File: src/rtl/uart_tx_pacer.sv
module uart_tx_pacer #(
  parameter int DEPTH = 4,
  parameter int DW    = 8,
  parameter int GAPW  = 8,
  parameter int LVLW  = 5
) (
  input  logic            clk,
  input  logic            rst_n,
  input  logic            q_en,
  input  logic            q_run,
  input  logic [GAPW-1:0] gap_cfg,
  input  logic [LVLW-1:0] trig_lvl,
  input  logic            wr_valid,
  input  logic [DW-1:0]   wr_data,
  input  logic            tick,
  input  logic            sh_ready,
  output logic            sh_load,
  output logic [DW-1:0]   sh_data,
  output logic [LVLW-1:0] fill,
  output logic            tx_irq,
  output logic            ovf_pulse
);
  localparam int AW = (DEPTH > 1) ? $clog2(DEPTH) : 1;
  localparam int CW = $clog2(DEPTH + 1);

  logic [DW-1:0]   hb_data;
  logic            hb_full;
  logic [DW-1:0]   mem [DEPTH];
  logic [AW-1:0]   rd_ptr, wr_ptr;
  logic [CW-1:0]   count;
  logic [GAPW-1:0] gap_cnt;

  function automatic logic [AW-1:0] bump(input logic [AW-1:0] p);
    return (p == AW'(DEPTH - 1)) ? '0 : p + 1'b1;
  endfunction

  wire q_live   = q_en & q_run;
  wire q_full   = (count == CW'(DEPTH));
  wire pop      = q_live & sh_ready & (gap_cnt == '0) & (count != '0);
  wire push_try = q_live & hb_full & sh_ready;
  wire push     = push_try & (~q_full | pop);
  wire hb_drain = q_en ? push_try : (hb_full & sh_ready);

  assign ovf_pulse = push_try & q_full & ~pop;
  assign sh_load   = q_en ? pop : (hb_full & sh_ready);
  assign sh_data   = q_en ? mem[rd_ptr] : hb_data;
  assign fill      = LVLW'(count);
  assign tx_irq    = q_en ? (fill <= trig_lvl) : ~hb_full;

  always_ff @(posedge clk) begin
    if (!rst_n) begin
      hb_full <= 1'b0;
      hb_data <= '0;
    end else if (wr_valid) begin
      hb_full <= 1'b1;
      hb_data <= wr_data;
    end else if (hb_drain) begin
      hb_full <= 1'b0;
    end
  end

  always_ff @(posedge clk) begin
    if (push) mem[wr_ptr] <= hb_data;
  end

  always_ff @(posedge clk) begin
    if (!rst_n || !q_live) begin
      rd_ptr <= '0;
      wr_ptr <= '0;
      count  <= '0;
    end else begin
      if (pop)  rd_ptr <= bump(rd_ptr);
      if (push) wr_ptr <= bump(wr_ptr);
      case ({push, pop})
        2'b10:   count <= count + 1'b1;
        2'b01:   count <= count - 1'b1;
        default: count <= count;
      endcase
    end
  end

  always_ff @(posedge clk) begin
    if (!rst_n)                     gap_cnt <= '0;
    else if (pop)                   gap_cnt <= gap_cfg;
    else if (tick && gap_cnt != '0) gap_cnt <= gap_cnt - 1'b1;
  end

  assert_load_needs_ready_R3: assert property (@(posedge clk) disable iff (!rst_n)
    sh_load |-> sh_ready);
  assert_no_overflow_R4: assert property (@(posedge clk) disable iff (!rst_n)
    fill <= LVLW'(DEPTH));
  assert_drop_keeps_fill_R4: assert property (@(posedge clk) disable iff (!rst_n)
    ovf_pulse |=> fill == $past(fill));
  assert_gap_spacing_R5: assert property (@(posedge clk) disable iff (!rst_n)
    (q_en && sh_load && gap_cfg != '0) |=> !(q_en && sh_load));
  assert_run_flush_R7: assert property (@(posedge clk) disable iff (!rst_n)
    !q_run |=> fill == '0);
  assert_empty_irq_R8: assert property (@(posedge clk) disable iff (!rst_n)
    (q_en && fill == '0) |-> tx_irq);
  assert_mode_flush_R11: assert property (@(posedge clk) disable iff (!rst_n)
    !q_en |=> fill == '0);
endmodule

File: config.mk
export PLATFORM = sky130hd
export DESIGN_NAME = uart_tx_pacer
export DESIGN_NICKNAME = d
export VERILOG_FILES = /design/src/rtl/uart_tx_pacer.sv
export SDC_FILE = /design/constraint.sdc
export NUM_CORES = 1
export LEC_CHECK = 0
export BUFFER_PORTS_ARGS = -buffer_cell sky130_fd_sc_hd__buf_2
export CAP_MARGIN = 20
export CORE_ASPECT_RATIO = 0.75
export CORE_MARGIN = 2
export CORE_UTILIZATION = 56
export CTS_CLUSTER_DIAMETER = 40
export DETAILED_ROUTE_END_ITERATION = 10
export PLACE_DENSITY = 0.79
export SYNTH_ARGS = -nofsm -noshare
export SYNTH_HDL_FRONTEND = slang
export SYNTH_SLANG_ARGS = --single-unit
File: constraint.sdc
create_clock -name clk -period 2.65 [get_ports clk]
set_clock_uncertainty 0.05 [all_clocks]
set_input_delay 0.265 -clock clk [delete_from_list [all_inputs] [get_ports clk]]
set_output_delay 0.265 -clock clk [all_outputs]
set_load 0.02 [all_outputs]
==> flow_summary.toml, run 1 <==
[status]
outcome = "completed"

[finish]
n_fill_cell = 329
design_area_um2 = 3171
diodes = 0
final_common_cell = "buf_2"
drive_gt1_share_pct = 29.59
multi_input_area_um2 = 1162
nNetsFinal = 300
final_cell_mix = "41 x buf_2, 32 x edfxtp_1, 26 x dfxtp_1"
syn_to_final_growth_pct = 16.77
ff_latch_area_um2 = 1481

[sta]
layout_min_cycle_time_ps = 2440
worst_slew_pin_slew_ps = 606.2
setup_viol = 0
relSlewSlack_pct = 58.95
setup_total_negative_slack_ps = 0
fmax_mhz = 409.9
hold_viol = 0
finalCritPeriodShare_pct = 92.06
rsz0062_at_grt = "no"
slew_viol_final = 0

[synth]
synthCells = 215
synth-seq-area-share_pct = 54.56
synth_edf_count = 32
synthArstFlopShare_pct = 0
synth_area_um2 = 2715
yosys.area.top_type = "edfxtp_1"
synthTopCellsByArea = "edfxtp_1 35%, dfxtp_1 19%, mux4_2 6.6%, mux2i_1 4.4%, ha_1 4.1%"
synth_ff_type = "edfxtp_1"
synth.distinct_cells = 47
synth_seq_cells = 58
syn_area_per_cell_um2 = 12.63
yosys.area.top_type_share_pct = 35.39
yosysWarnings = 0

[power]
p_clk_share_pct = 33.7
power_frac_comb_pct = 21.5
sw_frac_of_total_pct = 28.98
power.leakage_nw = 1.211
power_density_nw_per_um2 = 757.5
switchingPower_w = 0.0006961
ir_drop_uv = 573.9
pwr-share-seq_pct = 44.9
p_int_w = 0.001706

[route]
wirelength_um = 5416
vias_per_cell = 5.639
firstDrtPassIters = 5
post-route-drc-count = 0
wl_per_cell_um = 16.72
vias = 1827
wl_met2_um = 2397
wl_met3_um = 347
wl_met1_um = 2606
drtIter0Drc = 125
highest_layer = "met4"
ant_nets = 0

[clock_tree]
post_cts_resized = 0
clock_latency_ps = 340
htreeDepth = 3
path_clk_slew_ps = 60
post-cts-setup-buffer-count = 0
cts_hold_buf = 0
clock_sinks = 58
cts_buffers = 9
cts_tree = "done"
cts_root_buf = "clkbuf_8"
cts_buffer_depth = 2

[placement]
io_buffer_count = 41
gp_congestion = 0.7919
placed_area_um2 = 2973
dp_hpwl_um = 3728

[worst_setup_path]
cp_data_arrival_time_ps = 2120
slowest_stage = "dfxtp_1"
path_cells = "inv_1 -> ha_1 -> and2b_1 -> nand3b_1 -> nor2_2 -> buf_4 -> nor3b_1 -> buf_2"
critical_path_required_ps = 2340
max_stage_delay_ps = 350
cp_top_family = "simple AND/OR/NAND/NOR gates"
crit_type = "reg -> out"
path_buf_inv = 3
crit_path_start_kind = "register"
end_kind = "output pin"
crit_path_max_fanout = 8

[die]
core_um2 = 4572
rows = 21
start_util_pct = 59.39
dieArea_um2 = 5427
io_pins = 44
die_w_um = 84.40
dieHeight_um = 64.30

[run]
maxCapViolCount = 0

[global_routing]
grt_use_total_pct = 22.17
grt_first_pass_wirelength_um = 8928
antenna_found_initial = 0
overflow = 0
grt_max_degree = 20
grt_pass1_vias = 1774

[worst_hold_path]
hp-class = "in -> reg"
sequential cells by signal (all words and copies together) (netlist names), named ones only:
| register | cells |
|---|---|
| hb_data | 8 |
| hb_full | 1 |
| mem | 32 |
| wr_ptr | 2 |
| gap_cnt | 8 |
| rd_ptr | 2 |
| count | 3 |
path summary, 6_finish.rpt:
check / to / cells after the start / from / slack [ps]
worst max-delay path: ovf_pulse / 8 / gap_cnt[0]$_SDFFE_PN0P_ / 210
worst min-delay path: gap_cnt[3]$_SDFFE_PN0P_ / 3 / gap_cfg[3] / 120
worst min register to register: gap_cnt[1]$_SDFFE_PN0P_ / 2 / gap_cnt[1]$_SDFFE_PN0P_ / 420
worst max register to register: mem[0][7]$_DFFE_PP_ / 6 / gap_cnt[0]$_SDFFE_PN0P_ / 290
tightest hold or removal path: stages:
cell	delay [ps]
buf_2	90
nand2_1	40
a21boi_1	50
cell families after synthesis:
logic type,count (synthesis),synth area share [%]
AO/OA/AOI/OAI,33,8.249
XOR/XNOR,3,0.9679
adder cells (fa/ha/maj),10,4.885
buffers and inverters,18,2.765
flip-flops,58,54.56
multiplexers,29,14.79
other,1,0.1381
AND/OR/NAND/NOR,63,13.64
synth_stat cells, types with 2 or more instances:
cell	n
a21boi_1	5
a21oi_1	7
a31oi_1	3
and2_1	5
and3_1	2
buf_4	2
clkbuf_1	6
dfxtp_1	26
edfxtp_1	32
ha_1	9
inv_1	10
mux2_2	9
mux2i_1	12
mux4_2	8
nand2_1	15
nand3_1	6
nand3b_1	2
nand4_1	3
nor2_1	7
nor2b_1	10
nor3_1	3
nor3b_1	2
o21ai_0	3
o21ai_1	3
o311ai_1	2
xor2_1	2
layout make-up:
cell class / instances / share of cell area (%)
Sequential cell: 58 / 46.72
Clock inverter: 3 / 1.223
Multi-Input combinational cell: 140 / 36.66
Tap cell: 57 / 2.249
Timing Repair Buffer: 43 / 6.946
Inverter: 10 / 1.184
Clock buffer: 13 / 5.012
per-stage QoR:
step	hold WS, ps	power, W	setup slack, ps	cells	utilization [%]
final	116.7	0.002402	210.4	324	69.35
after global routing	121.7	0.002520	64.54	324	69.35
after CTS	104.4	0.002416	204.3	324	69.35
after detailed placement	418.7	0.001604	307.3	308	65.02
after global placement	410.2	0.001593	378.5	308	65.02
after floorplan	354.2	0.001489	616.3	216	-
metal layers:
metal	track usage [%]	vias to the layer above
met2	32.74	49
met1	30.09	883
met3	9.819	8
li1	-	887
met4	5.952	0
met5	0	-
power by group through the flow:
stage	Sequential (W)	Combinational (W)	Clock [W]
finish	0.00108	0.000516	0.000809
global placement	0.00109	0.000503	0
global route	0.00108	0.000575	0.000861
floorplan	0.00108	0.000411	0
detailed placement	0.00110	0.000508	0
CTS	0.00108	0.000515	0.000825
Power figures use the tool's default switching activity.
==> run 2: changes to the inputs <==
CORE_UTILIZATION = 30   (was 56)
PLACE_DENSITY = default   (was 0.79)
SKIP_LAST_GASP = 1   (was default)
==> run 2 against run 1 <==
Register-to-register slack better by 170 ps. Maximum frequency grew 3.0%. Cell count is 17% higher. Routed wire length rose by 4.6%. Sequential share of layout area shrank 3.1 points. Non-clock buffer count up 1. Utilization shrank 31 points. Clock power increased by 63%. Largest cell class unchanged.
==> flow_summary.toml, run 2 (synthesized netlist as in run 1, its figures left out) <==
[status]
outcome = "completed"

[die]
rows = 30
dieArea_um2 = 9836
io_pins = 44
dieHeight_um = 86.39
core_um2 = 8934
die_w_um = 113.9
start_util_pct = 30.39

[sta]
layout_min_cycle_time_ps = 2368
relSlewSlack_pct = 60.25
fmax_mhz = 422.3
finalCritPeriodShare_pct = 89.35
slew_viol_final = 0
setup_viol = 0
hold_viol = 0
rsz0062_at_grt = "no"
setup_total_negative_slack_ps = 0
worst_slew_pin_slew_ps = 587.0

[worst_setup_path]
crit_type = "reg -> out"
crit_path_max_fanout = 6
crit_start = "gap_cnt[0]$_SDFFE_PN0P_"
end_kind = "output pin"
critical_path_required_ps = 2340
r2r-start = "gap_cnt[0]$_SDFFE_PN0P_"
cp_data_arrival_time_ps = 2050
crit_path_start_kind = "register"

[clock_tree]
cts_root_buf = "clkbuf_16"
post-cts-setup-buffer-count = 0
cts_tree = "done"
htreeDepth = 3
clock_sinks = 58
clock_latency_ps = 320
path_clk_slew_ps = 50
cts_hold_buf = 0
cts_buffers = 9
post_cts_resized = 0
cts_buffer_depth = 2

[placement]
place_inst = 364
dp_hpwl_um = 4002
gp_congestion = 0.7729
io_buffer_count = 41

[finish]
final_cell_mix = "41 x buf_2, 32 x edfxtp_1, 26 x dfxtp_1"
n_fill_cell = 864
final_common_cell = "buf_2"
multi_input_area_um2 = 1162
syn_to_final_growth_pct = 24.93
top_regs = "mem: 32 flops, gap_cnt: 8 flops, hb_data: 8 flops"
top_register = "mem"
nNetsFinal = 301
ff_latch_area_um2 = 1481
diodes = 0
largest_reg_flops = 32
drive_gt1_share_pct = 30.60
finalNonFillerCells = 380

[route]
firstDrtPassIters = 4
post-route-drc-count = 0
wl_per_cell_um = 14.90
vias = 1808
drtIter0Drc = 86
ant_nets = 0
wirelength_um = 5663
vias_per_cell = 4.758

[global_routing]
antenna_found_initial = 0
grt_pass1_vias = 1781
grt_use_total_pct = 12.43
grt_first_pass_wirelength_um = 9094
grt_max_degree = 20
overflow = 0

[worst_hold_path]
hp-start = "gap_cfg[4]"
hp-class = "in -> reg"

[run]
maxCapViolCount = 0

[power]
power_density_nw_per_um2 = 864.1
power.leakage_nw = 1.284
totalPowerFinal_w = 0.002931
ir_drop_uv = 330.4
==> run 2: cell count changes in the layout (fill, tap and decap cells not counted), sizes merged <==
| cell | delta |
|---|---|
| clkbuf | -3 |
| bufinv | +2 |
| buf | +1 |
| clkinv | +1 |
==> run 2: cell type report <==
type,count,area share [%]
clock buffers,10,7.045
flip-flops and latches,58,43.67
well taps,112,4.131
clock inverters,6,3.062
multi-input cells,140,34.27
repair buffers,44,6.713
inverters,10,1.107
==> run 2: final timing paths <==
kind,endpoint,slack (ps),depth (start not counted)
setup / recovery,ovf_pulse,280,8
hold / removal,gap_cnt[4]$_SDFFE_PN0P_,130,3
setup reg to reg,count[2]$_SDFFE_PP0P_,460,9
hold reg to reg,gap_cnt[1]$_SDFFE_PN0P_,420,2
==> run 2: critical path, stage by stage (launching register included) <==
cell and delay (ps):
dfxtp_1 350, inv_1 70, ha_1 260, and2b_1 240, nand3b_1 140, buf_4 170, nor2_2 40, nor3b_1 250
buf_2 210
==> run 2: report_power, final <==
group | total, W | switching (W) | internal [W] | leakage, nW
Combinational | 0.000536 | 0.000296 | 0.000240 | 0.621
Clock | 0.00132 | 0.000381 | 0.000935 | 0.170
Sequential | 0.00108 | 0.0000716 | 0.00101 | 0.494
Total | 0.00293 | 0.000749 | 0.00218 | 1.28
==> run 2: per-stage QoR <==
step	instance area [µm²]	setup WS [ps]	hold slack, ps	utilization (%)
2_1_floorplan	2719	616.3	354.2	-
4_1_cts	3392	254.5	118.5	37.97
6_report	3392	282.2	127.6	37.97
3_5_place_dp	3049	448.6	412.3	34.13
3_3_place_gp	3049	534.1	409.4	34.13
5_1_grt	3392	89.43	136.7	37.97
==> run 2: layer usage <==
metal / vias up / share of wire [%] / GRT usage [%]
met5: - / 0 / 0
li1: 891 / - / -
met2: 43 / 43 / 18.02
met4: 0 / 1.1 / 5.432
met3: 6 / 5.7 / 4.615
met1: 868 / 50 / 16.73
